===== config.mk =====
export PLATFORM = sky130hd
export DESIGN_NAME = sense_detector_array
export DESIGN_NICKNAME = d
export VERILOG_FILES = /design/src/rtl/sense_det_pkg.sv /design/src/rtl/sense_cell.sv /design/src/rtl/sense_wr_decode.sv /design/src/rtl/sense_withdraw.sv /design/src/rtl/sense_detector_array.sv
export SDC_FILE = /design/constraint.sdc
export NUM_CORES = 1
export LEC_CHECK = 0
export BUFFER_PORTS_ARGS = -buffer_cell sky130_fd_sc_hd__buf_2
export CORE_MARGIN = 2
export CORE_UTILIZATION = 30
export CTS_CLUSTER_DIAMETER = 50
export DETAILED_ROUTE_END_ITERATION = 8
export MAX_ROUTING_LAYER = met4
export PLACE_DENSITY = 0.57
export REMOVE_ABC_BUFFERS = 1
export SLEW_MARGIN = 20
export SYNTH_ARGS = -nofsm -noshare
export SYNTH_HDL_FRONTEND = slang
export SYNTH_SLANG_ARGS = --single-unit

===== constraint.sdc =====
create_clock -name clk -period 2.4 [get_ports clk]
set_input_delay 0.12 -clock clk [delete_from_list [all_inputs] [get_ports clk]]
set_output_delay 0.12 -clock clk [all_outputs]
set_load 0.03 [all_outputs]

===== src/rtl/sense_det_pkg.sv =====
package sense_det_pkg;

  typedef enum logic [1:0] {
    SENSE_LEVEL = 2'd0,
    SENSE_FALL  = 2'd1,
    SENSE_RISE  = 2'd2,
    SENSE_BOTH  = 2'd3
  } sense_e;

  // bit position of the mode field inside a pin control byte
  localparam int MODE_LSB = 2;

endpackage


===== src/rtl/sense_cell.sv =====
module sense_cell
  import sense_det_pkg::*;
#(
  parameter logic [1:0] RST_MODE = SENSE_RISE,
  parameter bit         PROG     = 1'b0
) (
  input  logic       clk,
  input  logic       rst,
  input  logic       line_i,
  input  logic       clr_i,
  input  logic       mode_we_i,
  input  logic [1:0] mode_wval_i,
  output logic [1:0] mode_o,
  output logic       pend_o,
  output logic       req_o
);

  logic   prev_q;
  logic   rise, fall, hit;
  sense_e mode_e;

  assign mode_e = sense_e'(mode_o);

  always_comb begin
    rise = line_i & ~prev_q;
    fall = ~line_i & prev_q;
    unique case (mode_e)
      SENSE_LEVEL: hit = line_i;
      SENSE_FALL:  hit = fall;
      SENSE_RISE:  hit = rise;
      default:     hit = rise | fall;
    endcase
  end

  always_ff @(posedge clk) begin
    if (rst) begin
      prev_q <= 1'b0;
      pend_o <= 1'b0;
      req_o  <= 1'b0;
    end else begin
      prev_q <= line_i;
      req_o  <= hit;
      if (mode_e == SENSE_LEVEL)
        pend_o <= line_i;
      else if (hit)
        pend_o <= 1'b1;
      else if (clr_i)
        pend_o <= 1'b0;
    end
  end

  generate
    if (PROG) begin : g_prog
      always_ff @(posedge clk) begin
        if (rst)
          mode_o <= RST_MODE;
        else if (mode_we_i)
          mode_o <= mode_wval_i;
      end
      // programmed mode takes the written field
      a_r7_mode_load: assert property (@(posedge clk) disable iff (rst)
        mode_we_i |=> mode_o == $past(mode_wval_i));
    end else begin : g_fixed
      logic unused_wr;
      assign unused_wr = &{1'b0, mode_we_i, mode_wval_i};
      assign mode_o = RST_MODE;
    end
  endgenerate

  // level mode tracks the sampled line
  a_r2_level_tracks: assert property (@(posedge clk) disable iff (rst)
    mode_e == SENSE_LEVEL |=> (pend_o == $past(line_i)) && (req_o == $past(line_i)));
  // rising event sets pending even with a clear in the same cycle
  a_r3_rise_sets: assert property (@(posedge clk) disable iff (rst)
    (mode_e == SENSE_RISE && line_i && !prev_q) |=> pend_o && req_o);
  // falling event sets pending
  a_r4_fall_sets: assert property (@(posedge clk) disable iff (rst)
    (mode_e == SENSE_FALL && !line_i && prev_q) |=> pend_o && req_o);
  // an edge source with no event and no clear keeps its flag
  a_r8_hold: assert property (@(posedge clk) disable iff (rst)
    (mode_e != SENSE_LEVEL && !clr_i && pend_o) |=> pend_o);

endmodule


===== src/rtl/sense_wr_decode.sv =====
module sense_wr_decode #(
  parameter int NUM_SRC = 256,
  parameter int NUM_PIN = 32,
  localparam int SRC_AW = $clog2(NUM_SRC)
) (
  input  logic                wr_en_i,
  input  logic                wr_pin_i,
  input  logic [SRC_AW-1:0]   wr_addr_i,
  input  logic [7:0]          wr_data_i,
  output logic [NUM_SRC-1:0]  clr_o,
  output logic [NUM_PIN-1:0]  mode_we_o,
  output logic [1:0]          mode_wval_o
);

  logic clr_any, pin_any;

  assign clr_any     = wr_en_i && !wr_pin_i && (wr_data_i == 8'h00);
  assign pin_any     = wr_en_i && wr_pin_i;
  assign mode_wval_o = wr_data_i[sense_det_pkg::MODE_LSB +: 2];

  generate
    for (genvar i = 0; i < NUM_SRC; i++) begin : g_clr
      assign clr_o[i] = clr_any && (wr_addr_i == SRC_AW'(i));
    end
    for (genvar k = 0; k < NUM_PIN; k++) begin : g_pin
      assign mode_we_o[k] = pin_any && (wr_addr_i == SRC_AW'(k));
    end
  endgenerate

endmodule


===== src/rtl/sense_withdraw.sv =====
module sense_withdraw #(
  parameter int NUM_SRC = 256,
  localparam int SRC_AW = $clog2(NUM_SRC)
) (
  input  logic                    clk,
  input  logic                    rst,
  input  logic [NUM_SRC-1:0][1:0] mode_i,
  input  logic [NUM_SRC-1:0]      line_i,
  input  logic                    pres_valid_i,
  input  logic [SRC_AW-1:0]       pres_idx_i,
  output logic                    cancel_o
);

  logic lvl_low;

  assign lvl_low = (mode_i[pres_idx_i] == sense_det_pkg::SENSE_LEVEL) && !line_i[pres_idx_i];

  always_ff @(posedge clk) begin
    if (rst) cancel_o <= 1'b0;
    else     cancel_o <= pres_valid_i && lvl_low;
  end

  // a withdraw only follows a presented source
  a_r10_needs_present: assert property (@(posedge clk) disable iff (rst)
    cancel_o |-> $past(pres_valid_i));
  // no withdraw when nothing is presented
  a_r10_idle_quiet: assert property (@(posedge clk) disable iff (rst)
    !pres_valid_i |=> !cancel_o);

endmodule


===== src/rtl/sense_detector_array.sv =====
module sense_detector_array
  import sense_det_pkg::*;
#(
  parameter int NUM_SRC  = 256,
  parameter int PIN_BASE = 64,
  parameter int NUM_PIN  = 32,
  parameter logic [NUM_SRC-1:0] LEVEL_MASK = NUM_SRC'((256'h1 << 200) | (256'hF << 64)),
  localparam int SRC_AW  = $clog2(NUM_SRC),
  localparam int PIN_AW  = $clog2(NUM_PIN)
) (
  input  logic               clk,
  input  logic               rst,
  input  logic [NUM_SRC-1:0] src_line_i,
  input  logic               wr_en_i,
  input  logic               wr_pin_i,
  input  logic [SRC_AW-1:0]  wr_addr_i,
  input  logic [7:0]         wr_data_i,
  input  logic               rd_pin_i,
  input  logic [SRC_AW-1:0]  rd_addr_i,
  input  logic               pres_valid_i,
  input  logic [SRC_AW-1:0]  pres_idx_i,
  output logic [NUM_SRC-1:0] pend_o,
  output logic [NUM_SRC-1:0] req_o,
  output logic               cancel_o,
  output logic [7:0]         rd_data_o
);

  logic [NUM_SRC-1:0]      clr_vec;
  logic [NUM_PIN-1:0]      pin_we;
  logic [1:0]              mode_wval;
  logic [NUM_SRC-1:0]      cell_we;
  logic [NUM_SRC-1:0][1:0] cell_mode;

  sense_wr_decode #(.NUM_SRC(NUM_SRC), .NUM_PIN(NUM_PIN)) u_dec (
    .wr_en_i     (wr_en_i),
    .wr_pin_i    (wr_pin_i),
    .wr_addr_i   (wr_addr_i),
    .wr_data_i   (wr_data_i),
    .clr_o       (clr_vec),
    .mode_we_o   (pin_we),
    .mode_wval_o (mode_wval)
  );

  generate
    for (genvar i = 0; i < NUM_SRC; i++) begin : g_src
      localparam bit IS_PIN = (i >= PIN_BASE) && (i < PIN_BASE + NUM_PIN);
      if (IS_PIN) begin : g_we
        assign cell_we[i] = pin_we[i - PIN_BASE];
      end else begin : g_nowe
        assign cell_we[i] = 1'b0;
      end
      sense_cell #(
        .RST_MODE (LEVEL_MASK[i] ? SENSE_LEVEL : SENSE_RISE),
        .PROG     (IS_PIN)
      ) u_cell (
        .clk         (clk),
        .rst         (rst),
        .line_i      (src_line_i[i]),
        .clr_i       (clr_vec[i]),
        .mode_we_i   (cell_we[i]),
        .mode_wval_i (mode_wval),
        .mode_o      (cell_mode[i]),
        .pend_o      (pend_o[i]),
        .req_o       (req_o[i])
      );
    end
  endgenerate

  sense_withdraw #(.NUM_SRC(NUM_SRC)) u_wd (
    .clk          (clk),
    .rst          (rst),
    .mode_i       (cell_mode),
    .line_i       (src_line_i),
    .pres_valid_i (pres_valid_i),
    .pres_idx_i   (pres_idx_i),
    .cancel_o     (cancel_o)
  );

  logic [SRC_AW-1:0] pin_src;
  logic              pin_ok;
  logic [7:0]        rd_next;

  assign pin_src = SRC_AW'(PIN_BASE) + SRC_AW'(rd_addr_i[PIN_AW-1:0]);
  assign pin_ok  = (rd_addr_i < SRC_AW'(NUM_PIN));

  always_comb begin
    rd_next = 8'h00;
    if (rd_pin_i) begin
      if (pin_ok) rd_next[MODE_LSB +: 2] = cell_mode[pin_src];
    end else begin
      rd_next[0] = pend_o[rd_addr_i];
    end
  end

  always_ff @(posedge clk) begin
    if (rst) rd_data_o <= 8'h00;
    else     rd_data_o <= rd_next;
  end

  // pending reads carry only bit 0
  a_r9_pend_bit0: assert property (@(posedge clk) disable iff (rst)
    !rd_pin_i |=> rd_data_o[7:1] == 7'd0);
  // pin control reads carry only the mode field
  a_r7_pin_field: assert property (@(posedge clk) disable iff (rst)
    rd_pin_i |=> (rd_data_o[7:4] == 4'd0) && (rd_data_o[1:0] == 2'd0));

endmodule


Word level (Yosys, flattened, before mapping)
Index checks and enable logic that the tools add are counted.
{ "word_totals": {"ff_bits": 839, "input_bits": 294, "output_inout_bits": 521, "word_cells": 2901} }
{ "op_classes": {"addsub": 1, "n_lt_le_gt_ge": 4, "n_eq_ne": 318, "n_mux": 582, "bitwise": 608, "n_reduce_logical": 586} }
{ "ops": {"columns": ["op", "count"], "rows": [
  ["$eq A8 B8 Y1 const B", 127],
  ["$mux W1", 544],
  ["$eq A8 B7 Y1 const B", 64],
  ["$reduce_bool A2 Y1", 223],
  ["$logic_and A1 B1 Y1", 292],
  ["$not A1 Y1", 289],
  ["$and A1 B1 Y1", 287],
  ["$eq A8 B6 Y1 const B", 32],
  ["$eq A8 B5 Y1 const B", 16],
  ["$pmux W1 S3", 32],
  ["$reduce_bool A3 Y1", 32],
  ["$logic_not A2 Y1", 33],
  ["$eq A2 B1 Y1 const B", 32],
  ["$eq A2 B2 Y1 const B", 32],
  ["$eq A8 B4 Y1 const B", 8],
  ["$bmux W2 S8", 2],
  ["$eq A8 B3 Y1 const B", 4],
  ["$or A1 B1 Y1", 32],
  ["$lt A8 B9 Y1 const B", 3],
  ["$bmux W1 S8", 2],
  ["$eq A8 B2 Y1 const B", 2],
  ["$logic_not A8 Y1", 2],
  ["$add A7 B5 Y8 const A", 1],
  ["$eq A8 B1 Y1 const B", 1],
  ["5 further kinds", 7]
]} }

Logic depth before layout (Yosys ltp)
Gate-level depths: netlist (run 1).
{ "logic_depth": {"word_depth": 7, "ltp_mapped": 10, "depth_no_buf": 9} }

Hierarchy
Synthesis (run 1) repeated with hierarchy kept, for this count alone.
{ "hier_totals": {"cells_unflattened": 4840, "hier_area_um2": 42917.4} }
{ "by_module_without_submodules": {"columns": ["mod", "n_inst", "cells_each", "area_per_inst_um2", "seq_area_each_um2"], "rows": [
  ["sense_cell (g_src[0].u_cell ...)", 223, 12, 113.9, 60.1],
  ["sense_cell (g_src[68].u_cell ...)", 28, 25, 241.5, 100.1],
  ["sense_withdraw", 1, 677, 4790.8, 20.0],
  ["sense_detector_array", 1, 270, 2996.6, 60.1],
  ["sense_wr_decode", 1, 411, 1956.9, 0.0],
  ["sense_cell (g_src[64].u_cell ...)", 4, 25, 240.2, 100.1],
  ["sense_cell (g_src[200].u_cell)", 1, 6, 60.1, 20.0]
]} }

Worst setup path before layout (run 1)
No wires, ideal clock.
{ "synth_timing": {"path_type": "input to register", "start": "in pres_idx_i[1]", "end": "reg u_wd.cancel_o", "setup_ns": 0.074, "arrival_time_ns": 1.995, "required_time_ns": 2.326, "slack_ns": 0.331, "stages": 8, "n_path_buf": 3, "cell_sequence": "buf_2 -> buf_2 -> clkbuf_1 -> mux4_2 -> mux2_2 -> a311oi_1 -> o21ai_0 -> a31oi_1"} }
{ "synth_between": {"elab_chain_cells": 5, "elab_cells_between_ends": 8, "cone_classes": "4 x mux; 4 x reduce/logical"} }
{ "synth_lines": {"columns": ["element", "line_no", "text"], "rows": [
  ["start: declaration", "sense_detector_array.sv:21", "input logic [SRC_AW-1:0] pres_idx_i,"],
  ["$bmux W2 S8 or $bmux W1 S8 (tied branches)", "sense_withdraw.sv:16", "assign lvl_low = (mode_i[pres_idx_i] == sense_det_pkg::SENSE_LEVEL) && !line_i[pres_idx_i];"],
  ["$mux W2 (not written as such) or $mux W1 (tied branches)", "sense_withdraw.sv:16", null],
  ["$logic_not A2 Y1 or $logic_not A1 Y1 (tied branches)", "sense_withdraw.sv:16", null],
  ["$logic_and A1 B1 Y1 (*)", "sense_withdraw.sv:16", null],
  ["$logic_and A1 B1 Y1 (*)", "sense_withdraw.sv:20", "else cancel_o <= pres_valid_i && lvl_low;"],
  ["end signal: assignment", "sense_withdraw.sv:20", null],
  ["end: declaration", "sense_withdraw.sv:11", "output logic cancel_o"]
]} }
Mark *: on every way between the ends. The rest lies on a longest branch, timed or not. The select of a mux whose other input is x is not followed.
A chain may end at the register's enable or synchronous reset.

Worst setup path after layout (run 1)
{ "layout_timing": {"start": "in wr_data_i[3]", "end": "reg g_src[140].u_cell.pend_o"} }
{ "layout_between": {"elab_chain_cells": 4} }
{ "layout_lines": {"columns": ["element", "line_no", "text"], "rows": [
  ["start: declaration", "sense_detector_array.sv:17", "input logic [7:0] wr_data_i,"],
  ["$logic_not A8 Y1", "sense_wr_decode.sv:17", "assign clr_any = wr_en_i && !wr_pin_i && (wr_data_i == 8'h00);"],
  ["$logic_and A1 B1 Y1", "sense_wr_decode.sv:17", null],
  ["$logic_and A1 B1 Y1", "sense_wr_decode.sv:23", "assign clr_o[i] = clr_any && (wr_addr_i == SRC_AW'(i));"],
  ["$reduce_bool A2 Y1 (no line)", null, null],
  ["end signal: assignment", "sense_cell.sv:44", "pend_o <= line_i;"],
  ["end: declaration", "sense_cell.sv:14", "output logic pend_o,"]
]} }
No other way between the ends.

==> results of run 1 <==
-- cells in the mapped netlist (all sizes together), types with 71 or more instances --
cell type  number  area share
dfxtp         834        0.48
buf           568        0.12
nor2b         466       0.083
nand2         213       0.023
o21ai         201       0.029
nor2          164       0.018
o211ai        143       0.031
nand2b        134       0.024
clkbuf        127       0.014
mux4          101       0.065
a31o           93       0.023
or2            81       0.014
inv            71      0.0076
-- power by group through the flow --
stage,sequential (mW),clock (mW),combinational (mW)
global placement,15.5,0,5.05
finish,15.3,17.0,5.51
detailed placement,15.6,0,5.09
floorplan,16.7,0,1.43
CTS,15.3,17.3,5.52
global route,15.3,17.9,5.79
-- cell families (layout without fill, tap and decap cells) --
group,count (synthesis),after routing,synth area share
adder cells (fa/ha/maj),64,64,0.02286
multiplexers,126,126,0.07212
AO/OA/AOI/OAI,569,569,0.1073
flip-flops,834,834,0.4767
other,1,24,0.0001071
buffers and inverters,768,1604,0.1394
AND/OR/NAND/NOR,1170,1170,0.1816
-- worst max path at each step --
stage / startpoint / to / depth (start not counted)
after global routing: wr_data_i[3] / g_src[91].u_cell.pend_o / 11
after detailed placement: wr_addr_i[4] / g_src[149].u_cell.pend_o / 5
final: wr_data_i[3] / g_src[140].u_cell.pend_o / 9
after CTS: g_src[235].u_cell.pend_o / rd_data_o[0] / 9
after floorplan: wr_data_i[1] / g_src[190].u_cell.pend_o / 5
after global placement: wr_addr_i[4] / g_src[219].u_cell.pend_o / 6
-- worst max-delay path, stage by stage --
cell and delay [ns]:
dlygate4sd3_1 0.52, buf_2 0.13, or4b_4 0.54, nor4_4 0.24, buf_12 0.23, nand4_1 0.17, buf_4 0.24, or2_2 0.32
a31o_2 0.25
-- what timing repair did --
item	CTS	global route
endpoints found under the hold margin	725	0
setup buffers	0	0
endpoints found under the setup margin	0	0
hold buffers	299	0
-- per-layer routing --
metal	vias up	GRT usage
met4	0	0.07415
li1	13010	-
met3	234	0.06680
met1	14000	0.3083
met2	1224	0.4170
met5	-	-
-- stage by stage --
stage,hold WS [ns],cell area (µm²),cells,utilization
after floorplan,0.1867,30430,2841,-
after global placement,0.3613,38420,5395,0.3310
after detailed placement,0.3686,38420,5395,0.3310
after CTS,0.002291,45210,5896,0.3895
after global routing,0.02603,45250,5912,0.3899
final,0.03614,45250,5915,0.3900
-- cell type report --
type                    instances  area (µm²)
multi-input cells            1934       13480
diodes                         19       47.55
well taps                    1524        1907
repair buffers               1329        9049
flip-flops and latches        834       16700
clock buffers                 136        2958
clock inverters                66       838.3
inverters                      73       281.5
fillers                     11620       70800
-- placed cells by master (no fill, tap or decap), types with 108 or more instances in the layout --
master and n:
dfxtp_1 834, buf_2 806, nor2b_1 466, dlygate4sd3_1 299, nand2_1 213, o21ai_0 198, buf_4 195, nor2_1 163
o211ai_1 143, nand2b_1 134, clkbuf_16 108
-- state kept, by name (all words and copies together), names as in the netlist --
name / cells
g_src.u_cell.mode_o: 64
g_src.u_cell.pend_o: 256
g_src.u_cell.prev_q: 255
g_src.u_cell.req_o: 255
rd_data_o: 3
u_wd.cancel_o: 1
==> impl_metrics.env, run 1 <==
export IMPL_grt_max_degree=93
export IMPL_worstPathRequired_ns=2.99
export IMPL_wl_per_cell_um=25.85
export IMPL_min_from="wr_addr_i[5]"
export IMPL_p_per_area_nw_per_um2=836.1
export IMPL_worst_slew_pin_slew_ns=0.7913
export IMPL_start_util=0.3018
export IMPL_place_ws_ns=-0.1531
export IMPL_switchingPower_mw=10.96
export IMPL_cts_root_buf="clkbuf_16"
export IMPL_antenna_found_initial=38
export IMPL_rsz0062_at_grt="false"
export IMPL_skew_ns=0.02209
export IMPL_ir_drop_mv=0.6321
export IMPL_grt_pass1_vias=27780
export IMPL_min_to="g_src[182].u_cell.pend_o"
export IMPL_grt_pass1_wl_mm=211.2
export IMPL_hold_class="primary input to register"
export IMPL_relSlewSlack=0.4669
export IMPL_synth_distinct_cells=60
export IMPL_totalWireLength_mm=152.9
export IMPL_synth_flop_cell="dfxtp_1"
export IMPL_ys_seq_elements=834
export IMPL_drive_gt1_frac=0.3383
export IMPL_io_buffer_count=809
export IMPL_drv_cap=0
export IMPL_synth_cells=3532
export IMPL_grt_ovfl_total=0
export IMPL_wl_met1_mm=62.95
export IMPL_top_layer_used="met4"
export IMPL_r2r_start="g_src[235].u_cell.pend_o"
export IMPL_ios=815
export IMPL_track_usage=0.2550
export IMPL_synth_edff_count=0
export IMPL_min_period_over_period=0.9192
export IMPL_final_nets=4637
export IMPL_clkLatencyLatePin_ns=0.70
export IMPL_ant_nets=0
export IMPL_drt_iter0_drc=2066
export IMPL_pwr_share_seq=0.404
export IMPL_status="finished, final reports clean"
export IMPL_critPathMaxFanout=21
export IMPL_r2r_cells=9
export IMPL_p_total_mw=37.83
export IMPL_core_um2=116000
export IMPL_place_gp_congestion=0.9363
export IMPL_clock_power_share=0.451
export IMPL_r2r_end="rd_data_o[0]"
export IMPL_cts_tree="built"
export IMPL_avgViaCountPerCell=4.812
export IMPL_yosysWarnings=0
export IMPL_r2r_setup_slack_ns=0.23
export IMPL_postSynthAreaPerCell_um2=9.917
export IMPL_row_count=125
export IMPL_hold_viol=0
export IMPL_via_count=28460
export IMPL_cp_start_kind="primary input"
export IMPL_combinationalPowerShare=0.146
export IMPL_critical_path_arrival_ns=2.80
export IMPL_timing_final_crit_period_ns=2.206
export IMPL_leakagePower_nw=19.84
export IMPL_remaining_drc_errors=0
export IMPL_cts_buffers=107
export IMPL_mappedNetlistArea_um2=35030
export IMPL_wl_met3_mm=12.30
export IMPL_critical_path_class="primary input to register"
export IMPL_holdPathStages=4
export IMPL_ys_async_sr_fraction=0
export IMPL_dieWidth_um=345.7
export IMPL_dr_wl_met2_mm=72.74
export IMPL_dr_pass1_iters=5
export IMPL_fmax_mhz=453.3
export IMPL_tns_ns=0
export IMPL_crit_path_end_kind="register"
export IMPL_die_area_um2=119500
export IMPL_ys_seq_area_frac=0.4767
export IMPL_clock_sinks=834
export IMPL_p_int_mw=26.88
export IMPL_final_max_slew_viol_count=0
export IMPL_setup_viol=0
export IMPL_cts_htree_levels=3
export IMPL_clk_path_buf_depth=3
export IMPL_die_height_um=345.7
export IMPL_dpl_hpwl_mm=119.5
export IMPL_swShare=0.2896
export IMPL_syn_to_final_growth_pct=29.20
export IMPL_path_clk_slew_ns=0.06
export IMPL_worst_slack_ns=0.1940
export IMPL_post_cts_resized=0
Power figures use the tool's default switching activity.
==> inputs of run 2 (changes only) <==
--- a/config.mk
+++ b/config.mk
@@ -11,7 +11,7 @@
 export CTS_CLUSTER_DIAMETER = 50
 export DETAILED_ROUTE_END_ITERATION = 8
 export MAX_ROUTING_LAYER = met4
-export PLACE_DENSITY = 0.57
+export PLACE_DENSITY = 0.6
 export REMOVE_ABC_BUFFERS = 1
 export SLEW_MARGIN = 20
 export SYNTH_ARGS = -nofsm -noshare
==> run 2 against run 1 <==
Net effect: the flow now finishes with violations (antenna rules); register-to-register slack got worse by 0.05 ns; worst hold slack got worse by 0.0097 ns; final area grew 0.31%; maximum frequency shrank 0.77%; final cell count increased by 0.14%; core utilization is 0.12 points higher; worst setup slack worse by 0.017 ns; clock skew is 0.032 ns higher; sequential power hardly changed; global-route usage shrank 0.082 points; combinational power about the same; clock-buffer cell count unchanged.
==> impl_metrics.env, run 2 (synthesis gave the netlist of run 1 again) <==
export IMPL_setup_viol=0
export IMPL_io_buffer_count=809
export IMPL_drive_gt1_frac=0.3381
export IMPL_grt_pass1_vias=28070
export IMPL_status="finished with violations"
export IMPL_critical_path_arrival_ns=2.85
export IMPL_drv_cap=0
export IMPL_ir_drop_mv=0.5657
export IMPL_start_util=0.3018
export IMPL_core_um2=116000
export IMPL_place_gp_congestion=0.9370
export IMPL_dpl_hpwl_mm=120.2
export IMPL_dr_pass1_iters=7
export IMPL_clock_sinks=834
export IMPL_tns_ns=0
export IMPL_clkLatencyLatePin_ns=0.71
export IMPL_ios=815
export IMPL_die_area_um2=119500
export IMPL_largest_reg_flops=256
export IMPL_cts_htree_levels=3
export IMPL_regMostFlops="g_src.u_cell.pend_o"
export IMPL_row_count=125
export IMPL_clk_path_buf_depth=3
export IMPL_hold_viol=0
export IMPL_syn_to_final_growth_pct=29.60
export IMPL_min_period_over_period=0.9263
export IMPL_remaining_drc_errors=0
export IMPL_ant_nets=1
export IMPL_cts_setup_buffers=0
export IMPL_grt_pass1_wl_mm=210.6
export IMPL_track_usage=0.2542
export IMPL_final_nets=4637
export IMPL_timing_final_crit_period_ns=2.223
export IMPL_fmax_mhz=449.8
export IMPL_antenna_found_initial=33
export IMPL_final_cell_mix="834 x dfxtp_1, 806 x buf_2, 466 x nor2b_1"
export IMPL_critical_path_class="register to register"
export IMPL_relSlewSlack=0.5076
export IMPL_crit_path_end_kind="register"
export IMPL_grt_max_degree=64
export IMPL_avgViaCountPerCell=4.839
export IMPL_totalWireLength_mm=153.3
export IMPL_cp_start_kind="register"
export IMPL_reg_top3="g_src.u_cell.pend_o x256, g_src.u_cell.prev_q x255, g_src.u_cell.req_o x255"
export IMPL_cts_tree="built"
export IMPL_die_height_um=345.7
export IMPL_worstPathRequired_ns=3.03
export IMPL_grt_ovfl_total=0
export IMPL_path_clk_slew_ns=0.06
export IMPL_p_per_area_nw_per_um2=830.9
export IMPL_worst_slew_pin_slew_ns=0.7359
export IMPL_mostFrequentLayoutCell="dfxtp_1"
export IMPL_wl_per_cell_um=25.87
export IMPL_final_max_slew_viol_count=0
export IMPL_via_count=28660
export IMPL_leakagePower_nw=19.86
export IMPL_place_area_um2=38490
export IMPL_drt_iter0_drc=2229
export IMPL_hold_class="primary input to register"
export IMPL_violations="antenna rules"
export IMPL_p_total_mw=37.72
export IMPL_dieWidth_um=345.7
export IMPL_fin_hold_ws_ns=0.02649
export IMPL_rsz0062_at_grt="false"
export IMPL_cts_buffers=105
export IMPL_design_area_um2=45390
export IMPL_skew_ns=0.05428
export IMPL_cts_root_buf="clkbuf_16"
export IMPL_critPathMaxFanout=3
## run 2: changes by cell type in the layout (fill, tap and decap cells not counted), sizes merged
cell         before  now
dlygate4sd3     299  301
clkinvlp          5    6
clkinv           21   28
diode            19   30
inv             102   89
## run 2: repair_timing
| action | CTS | global route |
|---|---|---|
| resized for setup | 1 | 0 |
| setup endpoints to repair | 1 | 0 |
| hold endpoints to repair | 698 | 0 |
| hold buffers | 301 | 0 |
## run 2: metal layers
layer | wire length (µm) | track usage | vias up
met1 | 63040 | 0.3080 | 14030
met2 | 72900 | 0.4165 | 1386
met5 | 0 | - | -
met3 | 12180 | 0.06008 | 260
li1 | - | - | 12990
met4 | 5129 | 0.08101 | 0
## run 2: worst paths after layout
check / startpoint / end / slack (ns) / cells after the start
min: wr_addr_i[5] / g_src[181].u_cell.pend_o / 0.03 / 4
min reg2reg: g_src[104].u_cell.prev_q / g_src[104].u_cell.req_o / 0.36 / 1
max: g_src[222].u_cell.pend_o / rd_data_o[0] / 0.18 / 7
max reg2reg: g_src[222].u_cell.pend_o / rd_data_o[0] / 0.18 / 7
## run 2: layout make-up
class                   count  area (µm²)
fillers                 11410       70650
flip-flops and latches    834       16700
multi-input cells        1934       13480
repair buffers           1331        9140
clock buffers             136        2955
well taps                1524        1907
clock inverters            61       855.8
inverters                  73       281.5
diodes                     30       75.07
## run 2: per-stage QoR
stage / setup slack [ns] / util / cells
3_3_place_gp: -0.4882 / 0.3317 / 5395
2_1_floorplan: -0.5501 / - / 2841
6_report: 0.1770 / 0.3912 / 5923
4_1_cts: 0.1707 / 0.3905 / 5893
3_5_place_dp: -0.4494 / 0.3317 / 5395
5_1_grt: 0.1125 / 0.3909 / 5911
## run 2: report_power, final
group / internal [mW] / total, mW / switching, mW
logic: 2.06 / 5.51 / 3.45
registers: 14.7 / 15.3 / 0.589
clock network: 10.1 / 16.9 / 6.82
## run 2: worst max-delay path: stages, from the launching register on
cell,delay [ns]
dfxtp_1,0.50
mux4_2,0.31
nand2_1,0.06
and3_1,0.17
o41ai_2,0.61
buf_4,0.22
o31ai_1,0.12
a31oi_1,0.16
